<file path="config.mk">
export PLATFORM = sky130hd
export DESIGN_NAME = ic_prof_unit
export DESIGN_NICKNAME = d
export VERILOG_FILES = /design/src/rtl/prof_pkg.sv /design/src/rtl/prof_event_decode.sv /design/src/rtl/prof_counter.sv /design/src/rtl/prof_timeout.sv /design/src/rtl/ic_prof_unit.sv
export SDC_FILE = /design/constraint.sdc
export NUM_CORES = 1
export LEC_CHECK = 0
export ABC_CLOCK_PERIOD_IN_PS = 3700
export BUFFER_PORTS_ARGS = -buffer_cell sky130_fd_sc_hd__buf_2
export CORE_MARGIN = 5
export CORE_UTILIZATION = 28
export CTS_BUF_LIST = sky130_fd_sc_hd__clkbuf_16
export CTS_CLUSTER_SIZE = 25
export DETAILED_ROUTE_END_ITERATION = 8
export SETUP_SLACK_MARGIN = 0.3
export SYNTH_ARGS = -nofsm -noshare
export SYNTH_HDL_FRONTEND = slang
export SYNTH_SLANG_ARGS = --single-unit
</file>
<file path="constraint.sdc">
create_clock -name clk -period 3.7 [get_ports clk]
set_clock_uncertainty 0.05 [all_clocks]
set_input_delay 0.37 -clock clk [delete_from_list [all_inputs] [get_ports clk]]
set_output_delay 0.37 -clock clk [all_outputs]
set_load 0.01 [all_outputs]
</file>
<file path="src/rtl/prof_pkg.sv">
package prof_pkg;

  localparam int NUM_EV = 5;

  // event indices; each also selects its counter address (index + 3)
  localparam int EV_WR_DACK = 0;
  localparam int EV_RD_DACK = 1;
  localparam int EV_ACCEPT  = 2;
  localparam int EV_STALL   = 3;
  localparam int EV_WAIT    = 4;

  typedef enum logic [2:0] {
    RA_CTRL   = 3'd0,
    RA_THRESH = 3'd1,
    RA_STATUS = 3'd2,
    RA_CNT0   = 3'd3
  } reg_addr_e;

  // saturating increment against a given ceiling
  function automatic logic [31:0] sat_inc(input logic [31:0] v, input logic [31:0] ceil);
    return (v >= ceil) ? ceil : v + 32'd1;
  endfunction

  // timeout reached when the run including this cycle meets a nonzero threshold
  function automatic logic run_reached(input logic [31:0] run_so_far, input logic [31:0] thr);
    return (thr != 32'd0) && ((run_so_far + 32'd1) >= thr);
  endfunction

endpackage

</file>
<file path="src/rtl/prof_event_decode.sv">
module prof_event_decode
  import prof_pkg::*;
(
  input  logic              en,
  input  logic              req,
  input  logic              req_ack,
  input  logic              rd_dack,
  input  logic              wr_dack,
  input  logic              war_stall,
  output logic [NUM_EV-1:0] ev,
  output logic              pending
);

  logic [NUM_EV-1:0] raw_ev;

  always_comb begin
    raw_ev             = '0;
    raw_ev[EV_WR_DACK] = wr_dack;
    raw_ev[EV_RD_DACK] = rd_dack;
    raw_ev[EV_ACCEPT]  = req & req_ack;
    raw_ev[EV_STALL]   = war_stall;
    raw_ev[EV_WAIT]    = req & ~req_ack;
  end

  assign ev      = en ? raw_ev : '0;
  assign pending = en & req & ~req_ack;

endmodule

</file>
<file path="src/rtl/prof_counter.sv">
module prof_counter
  import prof_pkg::*;
#(
  parameter int W = 32
) (
  input  logic         clk,
  input  logic         rst_n,
  input  logic         clr,
  input  logic         inc,
  output logic [W-1:0] cnt
);

  localparam logic [W-1:0] CNT_MAX = {W{1'b1}};

  logic [31:0] cnt_next;

  assign cnt_next = sat_inc(32'(cnt), 32'(CNT_MAX));

  always_ff @(posedge clk or negedge rst_n) begin
    if (!rst_n)   cnt <= '0;
    else if (clr) cnt <= '0;
    else if (inc) cnt <= cnt_next[W-1:0];
  end

  assert_clear_R8: assert property (@(posedge clk) disable iff (!rst_n)
    clr |=> (cnt == '0));

  assert_saturate_R9: assert property (@(posedge clk) disable iff (!rst_n)
    (!clr && cnt == CNT_MAX) |=> (cnt == CNT_MAX));

  assert_idle_hold_R7: assert property (@(posedge clk) disable iff (!rst_n)
    (!clr && !inc) |=> $stable(cnt));

  assert_step_R1: assert property (@(posedge clk) disable iff (!rst_n)
    (!clr && inc && cnt != CNT_MAX) |=> (cnt == $past(cnt) + 1'b1));

endmodule

</file>
<file path="src/rtl/prof_timeout.sv">
module prof_timeout
  import prof_pkg::*;
#(
  parameter int TMO_W = 16
) (
  input  logic             clk,
  input  logic             rst_n,
  input  logic             pending,
  input  logic [TMO_W-1:0] thresh,
  input  logic             flag_w1c,
  output logic             flag
);

  localparam logic [TMO_W-1:0] RUN_MAX = {TMO_W{1'b1}};

  logic [TMO_W-1:0] run_q;
  logic [31:0]      run_next;
  logic             hit;

  assign run_next = sat_inc(32'(run_q), 32'(RUN_MAX));
  assign hit      = pending && run_reached(32'(run_q), 32'(thresh));

  always_ff @(posedge clk or negedge rst_n) begin
    if (!rst_n)       run_q <= '0;
    else if (pending) run_q <= run_next[TMO_W-1:0];
    else              run_q <= '0;
  end

  always_ff @(posedge clk or negedge rst_n) begin
    if (!rst_n)        flag <= 1'b0;
    else if (hit)      flag <= 1'b1;
    else if (flag_w1c) flag <= 1'b0;
  end

  assert_sticky_R11: assert property (@(posedge clk) disable iff (!rst_n)
    (flag && !flag_w1c) |=> flag);

  assert_set_cause_R10: assert property (@(posedge clk) disable iff (!rst_n)
    $rose(flag) |-> $past(pending));

  assert_thr_zero_R10: assert property (@(posedge clk) disable iff (!rst_n)
    (thresh == '0 && !flag) |=> !flag);

  assert_run_restart_R10: assert property (@(posedge clk) disable iff (!rst_n)
    !pending |=> (run_q == '0));

endmodule

</file>
<file path="src/rtl/ic_prof_unit.sv">
module ic_prof_unit
  import prof_pkg::*;
#(
  parameter int CNT_W = 32,
  parameter int TMO_W = 16
) (
  input  logic        clk,
  input  logic        rst_n,
  input  logic        mon_req,
  input  logic        mon_req_ack,
  input  logic        mon_rd_dack,
  input  logic        mon_wr_dack,
  input  logic        mon_war_stall,
  input  logic        cfg_wr,
  input  logic [2:0]  cfg_addr,
  input  logic [31:0] cfg_wdata,
  output logic [31:0] cfg_rdata
);

  logic              enable_q;
  logic [TMO_W-1:0]  thresh_q;
  logic              clr_cmd;
  logic              flag_w1c;
  logic              tmo_flag;
  logic [NUM_EV-1:0] ev;
  logic              pending;
  logic [CNT_W-1:0]  cnt_q [NUM_EV];

  // register write decode
  assign clr_cmd  = cfg_wr && (cfg_addr == RA_CTRL)   && cfg_wdata[1];
  assign flag_w1c = cfg_wr && (cfg_addr == RA_STATUS) && cfg_wdata[0];

  always_ff @(posedge clk or negedge rst_n) begin
    if (!rst_n) begin
      enable_q <= 1'b0;
      thresh_q <= '0;
    end else if (cfg_wr) begin
      if (cfg_addr == RA_CTRL)   enable_q <= cfg_wdata[0];
      if (cfg_addr == RA_THRESH) thresh_q <= cfg_wdata[TMO_W-1:0];
    end
  end

  prof_event_decode u_decode (
    .en        (enable_q),
    .req       (mon_req),
    .req_ack   (mon_req_ack),
    .rd_dack   (mon_rd_dack),
    .wr_dack   (mon_wr_dack),
    .war_stall (mon_war_stall),
    .ev        (ev),
    .pending   (pending)
  );

  for (genvar gi = 0; gi < NUM_EV; gi++) begin : g_cnt
    prof_counter #(.W(CNT_W)) u_cnt (
      .clk   (clk),
      .rst_n (rst_n),
      .clr   (clr_cmd),
      .inc   (ev[gi]),
      .cnt   (cnt_q[gi])
    );
  end

  prof_timeout #(.TMO_W(TMO_W)) u_tmo (
    .clk      (clk),
    .rst_n    (rst_n),
    .pending  (pending),
    .thresh   (thresh_q),
    .flag_w1c (flag_w1c),
    .flag     (tmo_flag)
  );

  // combinational read mux
  always_comb begin
    cfg_rdata = '0;
    case (cfg_addr)
      RA_CTRL:   cfg_rdata = {31'd0, enable_q};
      RA_THRESH: cfg_rdata = 32'(thresh_q);
      RA_STATUS: cfg_rdata = {31'd0, tmo_flag};
      default:   cfg_rdata = 32'(cnt_q[int'(cfg_addr) - int'(RA_CNT0)]);
    endcase
  end

  assert_disabled_quiet_R7: assert property (@(posedge clk) disable iff (!rst_n)
    !enable_q |-> (ev == '0 && !pending));

  assert_dual_dack_R3: assert property (@(posedge clk) disable iff (!rst_n)
    (enable_q && mon_rd_dack && mon_wr_dack) |-> (ev[EV_RD_DACK] && ev[EV_WR_DACK]));

  assert_accept_wait_excl_R6: assert property (@(posedge clk) disable iff (!rst_n)
    !(ev[EV_ACCEPT] && ev[EV_WAIT]));

endmodule

</file>
; ---- Yosys cells after proc, flatten, opt, wreduce, memory -nomap -nowiden
; Index checks and enable logic that the tools add are counted.
[totals]
register_bits = 194
input_bits = 43
out_inout_bits = 32
[classes]
addsub = 7
magnitude_cmp = 8
eq_ne = 2
muxes = 24
bitwise = 6
n_reduce_logical = 16
[ops]
columns = op, count
row1 = 32-bit 2-to-1 mux, 17
row2 = "32-bit by 1-bit adder with 32-bit output, second input constant", 5
row3 = "32-bit greater-or-equal comparator, second input constant", 5
row4 = 32-bit binary-select mux with 3-bit select, 1
row5 = 32-bit case mux with 3 select lines, 1
row6 = "32-bit by 4-bit greater-or-equal comparator with 1-bit output, second input constant", 1
row7 = 16-bit 2-to-1 mux, 2
row8 = 32-bit NOT, 1
row9 = "16-bit by 1-bit adder with 17-bit output, second input constant", 1
row10 = 17-bit by 16-bit greater-or-equal comparator with 1-bit output, 1
row11 = "16-bit greater-or-equal comparator, second input constant", 1
row12 = 16-bit nonzero test, 1
row13 = 2-bit nonzero test, 6
row14 = 1-bit logical AND, 6
row15 = 5-bit 2-to-1 mux, 1
row16 = 1-bit AND, 4
row17 = 2-bit AND reduction, 2
row18 = "3-bit by 2-bit subtractor with 4-bit output, second input constant", 1
row19 = "3-bit by 1-bit equality test with 1-bit output, second input constant", 1
row20 = "3-bit by 2-bit equality test with 1-bit output, second input constant", 1
row21 = 3-bit logical NOT, 1
row22 = 1-bit 2-to-1 mux, 2
row23 = 1-bit NOT, 1

; ---- Logic depth before layout (Yosys ltp)
[logic_depth]
ltp_word = 6
mapped_depth = 12
depth_no_buf = 12

; ---- Hierarchy
; From an unflattened synthesis, not the netlist that was laid out.
[hier_totals]
hier_cells = 1271
hier_area_um2 = 12398.1
[modules_own_cells]
columns = module, n_inst, cells_each, area_each_um2, seq_area_each_um2
row1 = prof_counter at g_cnt[0].u_cnt ..., 4, 195, 1790.5, 800.8
row2 = ic_prof_unit, 1, 148, 2024.4, 425.4
row3 = prof_counter at g_cnt[4].u_cnt, 1, 192, 1851.8, 800.8
row4 = prof_timeout, 1, 145, 1313.8, 425.4
row5 = prof_event_decode, 1, 6, 46.3, 0.0

; ---- Worst setup path before layout
; No wires, ideal clock.
[synth_timing]
path_type = input -> output
start = in cfg_addr[0]
end = out cfg_rdata[10]
arrival_ps = 2274
required_ps = 3280
slack_ps = 1006
path_stages = 8
path_buffers = 3
cell_sequence = clkbuf_1 inv_1 ha_1 clkbuf_1 clkbuf_1 mux4_2 a22oi_1 o21ai_0
[synth_between]
elab_chain_len = 6
[synth_lines]
columns = item, line
row1 = from (decl), ic_prof_unit.sv:15  ; input logic [2:0] cfg_addr,
row2 = 3-bit by 2-bit subtractor with 4-bit output, ic_prof_unit.sv:80  ; default: cfg_rdata = 32'(cnt_q[int'(cfg_addr) - int'(RA_CNT0)]);
row3 = 32-bit NOT (not written as such), ic_prof_unit.sv:80
row4 = 32-bit binary-select mux with 3-bit select, ic_prof_unit.sv:80
row5 = 32-bit 2-to-1 mux (not written as such) (2 in a row), ic_prof_unit.sv:80
row6 = 32-bit case mux with 3 select lines *, ic_prof_unit.sv:76  ; case (cfg_addr)
row7 = to (decl), ic_prof_unit.sv:17  ; output logic [31:0] cfg_rdata
; Every way passes the cells marked *; elsewhere a longest branch is shown, timed or not. The select of a mux whose other input is x is not followed.

; ---- Worst setup path after layout
[layout_timing]
start = reg g_cnt[3].u_cnt.cnt[1]
end = reg g_cnt[3].u_cnt.cnt[6]
[layout_between]
elab_chain_len = 4
[layout_lines]
columns = item, line
row1 = from (decl), prof_counter.sv:10  ; output logic [W-1:0] cnt
row2 = from (signal assigned), prof_counter.sv:22  ; else if (inc) cnt <= cnt_next[W-1:0];
row3 = 32-bit by 1-bit adder with 32-bit output or 32-bit greater-or-equal comparator (tied branches), prof_pkg.sv:21  ; return (v >= ceil) ? ceil : v + 32'd1;
row4 = 32-bit 2-to-1 mux *, prof_pkg.sv:21
row5 = 32-bit 2-to-1 mux *, prof_counter.sv:22
row6 = 32-bit 2-to-1 mux *, prof_counter.sv:21  ; else if (clr) cnt <= '0;
; Marks and branches as above.
; A chain may end at the register's enable or synchronous reset.

==> summary.md <==
| Metric | Value |
|---|---|
| Outcome | `complete, no violations` |
| Worst setup timing slack at the placement stage | `roughly 0.73 ns` |
| Post-route worst setup slack | `0.769 ns` |
| Unrepaired setup endpoints after global routing | `no` |
| FMAX | `between 300 and 400 MHz` |
| DIE WIDTH | `218 um` |
| Final critical-path required period | `2.93 ns` |
| FF+latch count, synth | `194` |
| Initial cell density of the core | `28.2%` |
| Start point of the worst min-delay path | `cfg_wdata[3]` |
| Vertical die dimension | `218 um` |
| Detailed-route wire length | `38.8 mm` |
| Type of element capturing the critical path | `flip-flop` |
| Total CTS buffers | `17` |
| Number of vias in the routed layout | `11.2k` |
| Number of top-level pins | `75` |
| Count of placed standard cells in the final layout, fillers left out | `1951` |
| CTS HTree Levels | `4` |
| Net count of the mapped netlist | `1398` |
| Syn Inst Count | `1329` |
| Count of TritonRoute iterations in the first routing pass | `5` |
| Gp weighted congestion | `0.934` |
| Max Slew Vio Count | `0` |
| Least-Margin Pin Slew | `about 0.97 ns` |
| Type of the worst setup path | `reg -> reg` |
| Fraction of met2 tracks used by global routing | `a little over a quarter` |
| Most used cells in the layout excluding fill and tap cells | `sky130_fd_sc_hd__dfrtp_1 (194), sky130_fd_sc_hd__nor2_1 (95), sky130_fd_sc_hd__nor3_1 (94)` |
| Vias in the first global route | `10.7k` |
| Number of flops mapped to enable cells by yosys | `0` |
| Length in cells of the worst reg-to-reg path | `6` |
| Number of nets in the finished design | `~1.4k` |
| Largest driver fanout on the critical path | `11` |
| Worst hold path stage count | `2` |
| Power Total | `between 5000 and 6000 uW` |
| Setup slack on the worst flop-to-flop path | `0.77 ns` |
| Async S/R FF share, synth | `between 90% and 100%` |
| Buffers inserted during post-CTS setup optimization | `0` |
| Leading register cell type out of synthesis | `sky130_fd_sc_hd__dfrtp_1` |
| Share of post-route cells with drive strength above 1 | `13.5%` |
| Post-detailed-route wirelength per cell | `a little under 20 um` |
| Worst setup SP type | `flip-flop` |
| Full die area | `47600 sq um` |
| Sequential element share of the synthesized area | `40.0%` |
| Number of vias per cell | `between 5 and 6` |
| Power Dens Cells | `385 nW/um^2` |
| Crit share post-route | `79.2%` |
| Aggregate negative setup slack | `0 ns` |
| Worst r2r dst | `g_cnt[3].u_cnt.cnt[6]$_DFFE_PN0P_` |
| Total congestion overflow | `0` |
| Worst rel slew slack | `a little over a third` |
| Layout fillers | `4466` |
| ANT nets after route | `0` |
| Clk Tree Root Cell | `sky130_fd_sc_hd__clkbuf_16` |
| DPL Wire Length | `28.7 mm` |
| Std-Cell Core Area | `43000 sq um` |
| Number of endpoints with negative hold slack in the final report | `0` |
| Global routing usage summed across all routing layers | `16.2%` |
| Diode count | `0` |
| Violation count after the first detailed-routing iteration | `1215` |
| Met3 Use GR | `2.72%` |
| Pleak | `0.00546 uW` |
| Worst path arrival time | `~3.2 ns` |
| Port bufs | `58` |
| DRC errors left | `0` |
| Class of the most critical hold timing path | `in -> reg` |
| Synth-to-Final Area Change | `12.5%` |
| Cell count after placement | `1919` |
| Worst VDD drop | `~270 uV` |
| Max Root-Sink Buffers | `2` |
| Max-capacitance violation count | `0` |
| Post-Syn Area | `12100 sq um` |
| Leading cell type in the layout, fill and taps excluded | `sky130_fd_sc_hd__dfrtp_1` |
| Worst-Skew Late Latency | `0.45 ns` |
| Number of antenna violations at the first check in global routing | `0` |
| Met1 routing resource usage after global routing | `22.1%` |
| Clock Pin Slew Worst Setup and Hold Paths | `0.07 ns` |
| Yosys warning total | `0` |
| Final-report setup violation count | `0` |
| CTS tree | `yes` |
| Area used by multi-input combinational logic | `just under 7000 sq um` |
| Peak-usage layer in the global routing report | `met2` |
| Number of different library cells in the post-synthesis netlist | `67` |
| Worst Hold Path EP | `thresh_q[3]$_DFFE_PN0P_` |
| Pin count of the biggest net entering global routing | `97` |
| Global-route wire length before repair | `about 60 mm` |
| Syn Area/Cell | `9.12 sq um` |
| Required time at the worst-slack endpoint | `4.01 ns` |
| Start of the worst register-to-register path | `g_cnt[3].u_cnt.cnt[1]$_DFFE_PN0P_` |
| CTS sink count | `between 150 and 200` |
| Area occupied by registers | `4850 sq um` |
| Std cell rows | `76` |
-- worst max-delay path by stage --
stage	startpoint	to	slack, ns	cells past startpoint
2_1_floorplan	cfg_addr[0]	cfg_rdata[10]	1.01	8
3_3_place_gp	cfg_addr[0]	thresh_q[12]$_DFFE_PN0P_	0.80	6
3_5_place_dp	cfg_addr[0]	thresh_q[12]$_DFFE_PN0P_	0.73	6
4_1_cts	u_tmo.run_q[0]$_DFF_PN0_	u_tmo.flag$_DFFE_PN0P_	0.77	10
5_1_grt	u_tmo.run_q[0]$_DFF_PN0_	u_tmo.flag$_DFFE_PN0P_	0.45	11
6_report	g_cnt[3].u_cnt.cnt[1]$_DFFE_PN0P_	g_cnt[3].u_cnt.cnt[6]$_DFFE_PN0P_	0.77	6
-- metrics by stage --
| stage | area, sq um | hold slack [ns] | util [%] |
|---|---|---|---|
| after detailed placement | 13100 | 0.446 | 30.4 |
| after floorplan | 12100 | 0.0244 | - |
| after CTS | 13600 | 0.0793 | 31.7 |
| final | 13600 | 0.0962 | 31.7 |
| after global routing | 13600 | 0.0884 | 31.7 |
| after global placement | 13100 | 0.443 | 30.4 |
-- logic make-up (layout without fill, tap and decap cells) --
family | count (synthesis) | after routing | synth area share, %
xor+xnor | 19 | 19 | 1.37
fa+ha+maj | 26 | 26 | 2.68
compound gates | 368 | 368 | 19.5
buf+inv | 122 | 159 | 4.00
flops | 194 | 194 | 40.0
mux | 54 | 54 | 7.89
simple gates | 546 | 546 | 24.5
-- worst max-delay path: stages (launching register included) --
cell,delay [ns]
sky130_fd_sc_hd__dfrtp_1,0.52
sky130_fd_sc_hd__ha_1,0.28
sky130_fd_sc_hd__nand3_1,0.16
sky130_fd_sc_hd__or3_1,0.52
sky130_fd_sc_hd__or4_1,0.81
sky130_fd_sc_hd__and3b_1,0.28
sky130_fd_sc_hd__a211oi_1,0.22
-- cell usage after synthesis, drive strengths merged (7+ instances only) --
cell type,count,area [sq um]
a31oi,61,382
nand2,79,299
nor4,26,178
and2,17,106
or4,10,86.3
a22oi,31,233
xor2,12,105
nand4,43,269
nand3,64,325
a311oi,17,149
dfrtp,194,4850
nor3,97,495
mux2,19,214
and3,50,314
a211oi,27,208
o21ai,85,425
a41oi,10,87.6
clkbuf,67,251
buf,12,72.6
inv,43,161
or3,9,57.6
o21a,7,52.6
a21oi,86,430
xnor2,7,61.3
ha,26,325
and4,31,272
nor2,96,360
mux4,31,702
-- sequential cells by signal, summed over array words and instances, names as in the netlist --
signal           flops
thresh_q            16
u_tmo.flag           1
u_tmo.run_q         16
g_cnt.u_cnt.cnt    160
enable_q             1
-- per-layer routing --
metal | part of all wire, % | vias to the layer above | wire (um)
met4 | 2.8 | 0 | 1100
li1 | - | 5213 | -
met5 | 0 | - | 0
met1 | 43 | 5494 | 16700
met2 | 47 | 459 | 18300
met3 | 7.0 | 62 | 2700
-- area by class of cell --
cell class              count  area share (%)
clock buffers              17            3.12
clock inverters            14           0.991
inverters                  43            1.18
multi-input cells        1013            49.9
flip-flops and latches    194            35.6
well taps                 585            5.37
repair buffers             85            3.79
-- report_power, final --
part,internal [uW],switching [uW]
sequential,2290,304
combinational,343,491
clock,936,888
total,3560,1680
-- repair_timing --
item / CTS / global route
hold buffers: 1 / 0
endpoints found under the hold margin: 13 / 0
gates resized for setup: 0 / 0
Power figures use the tool's default switching activity.
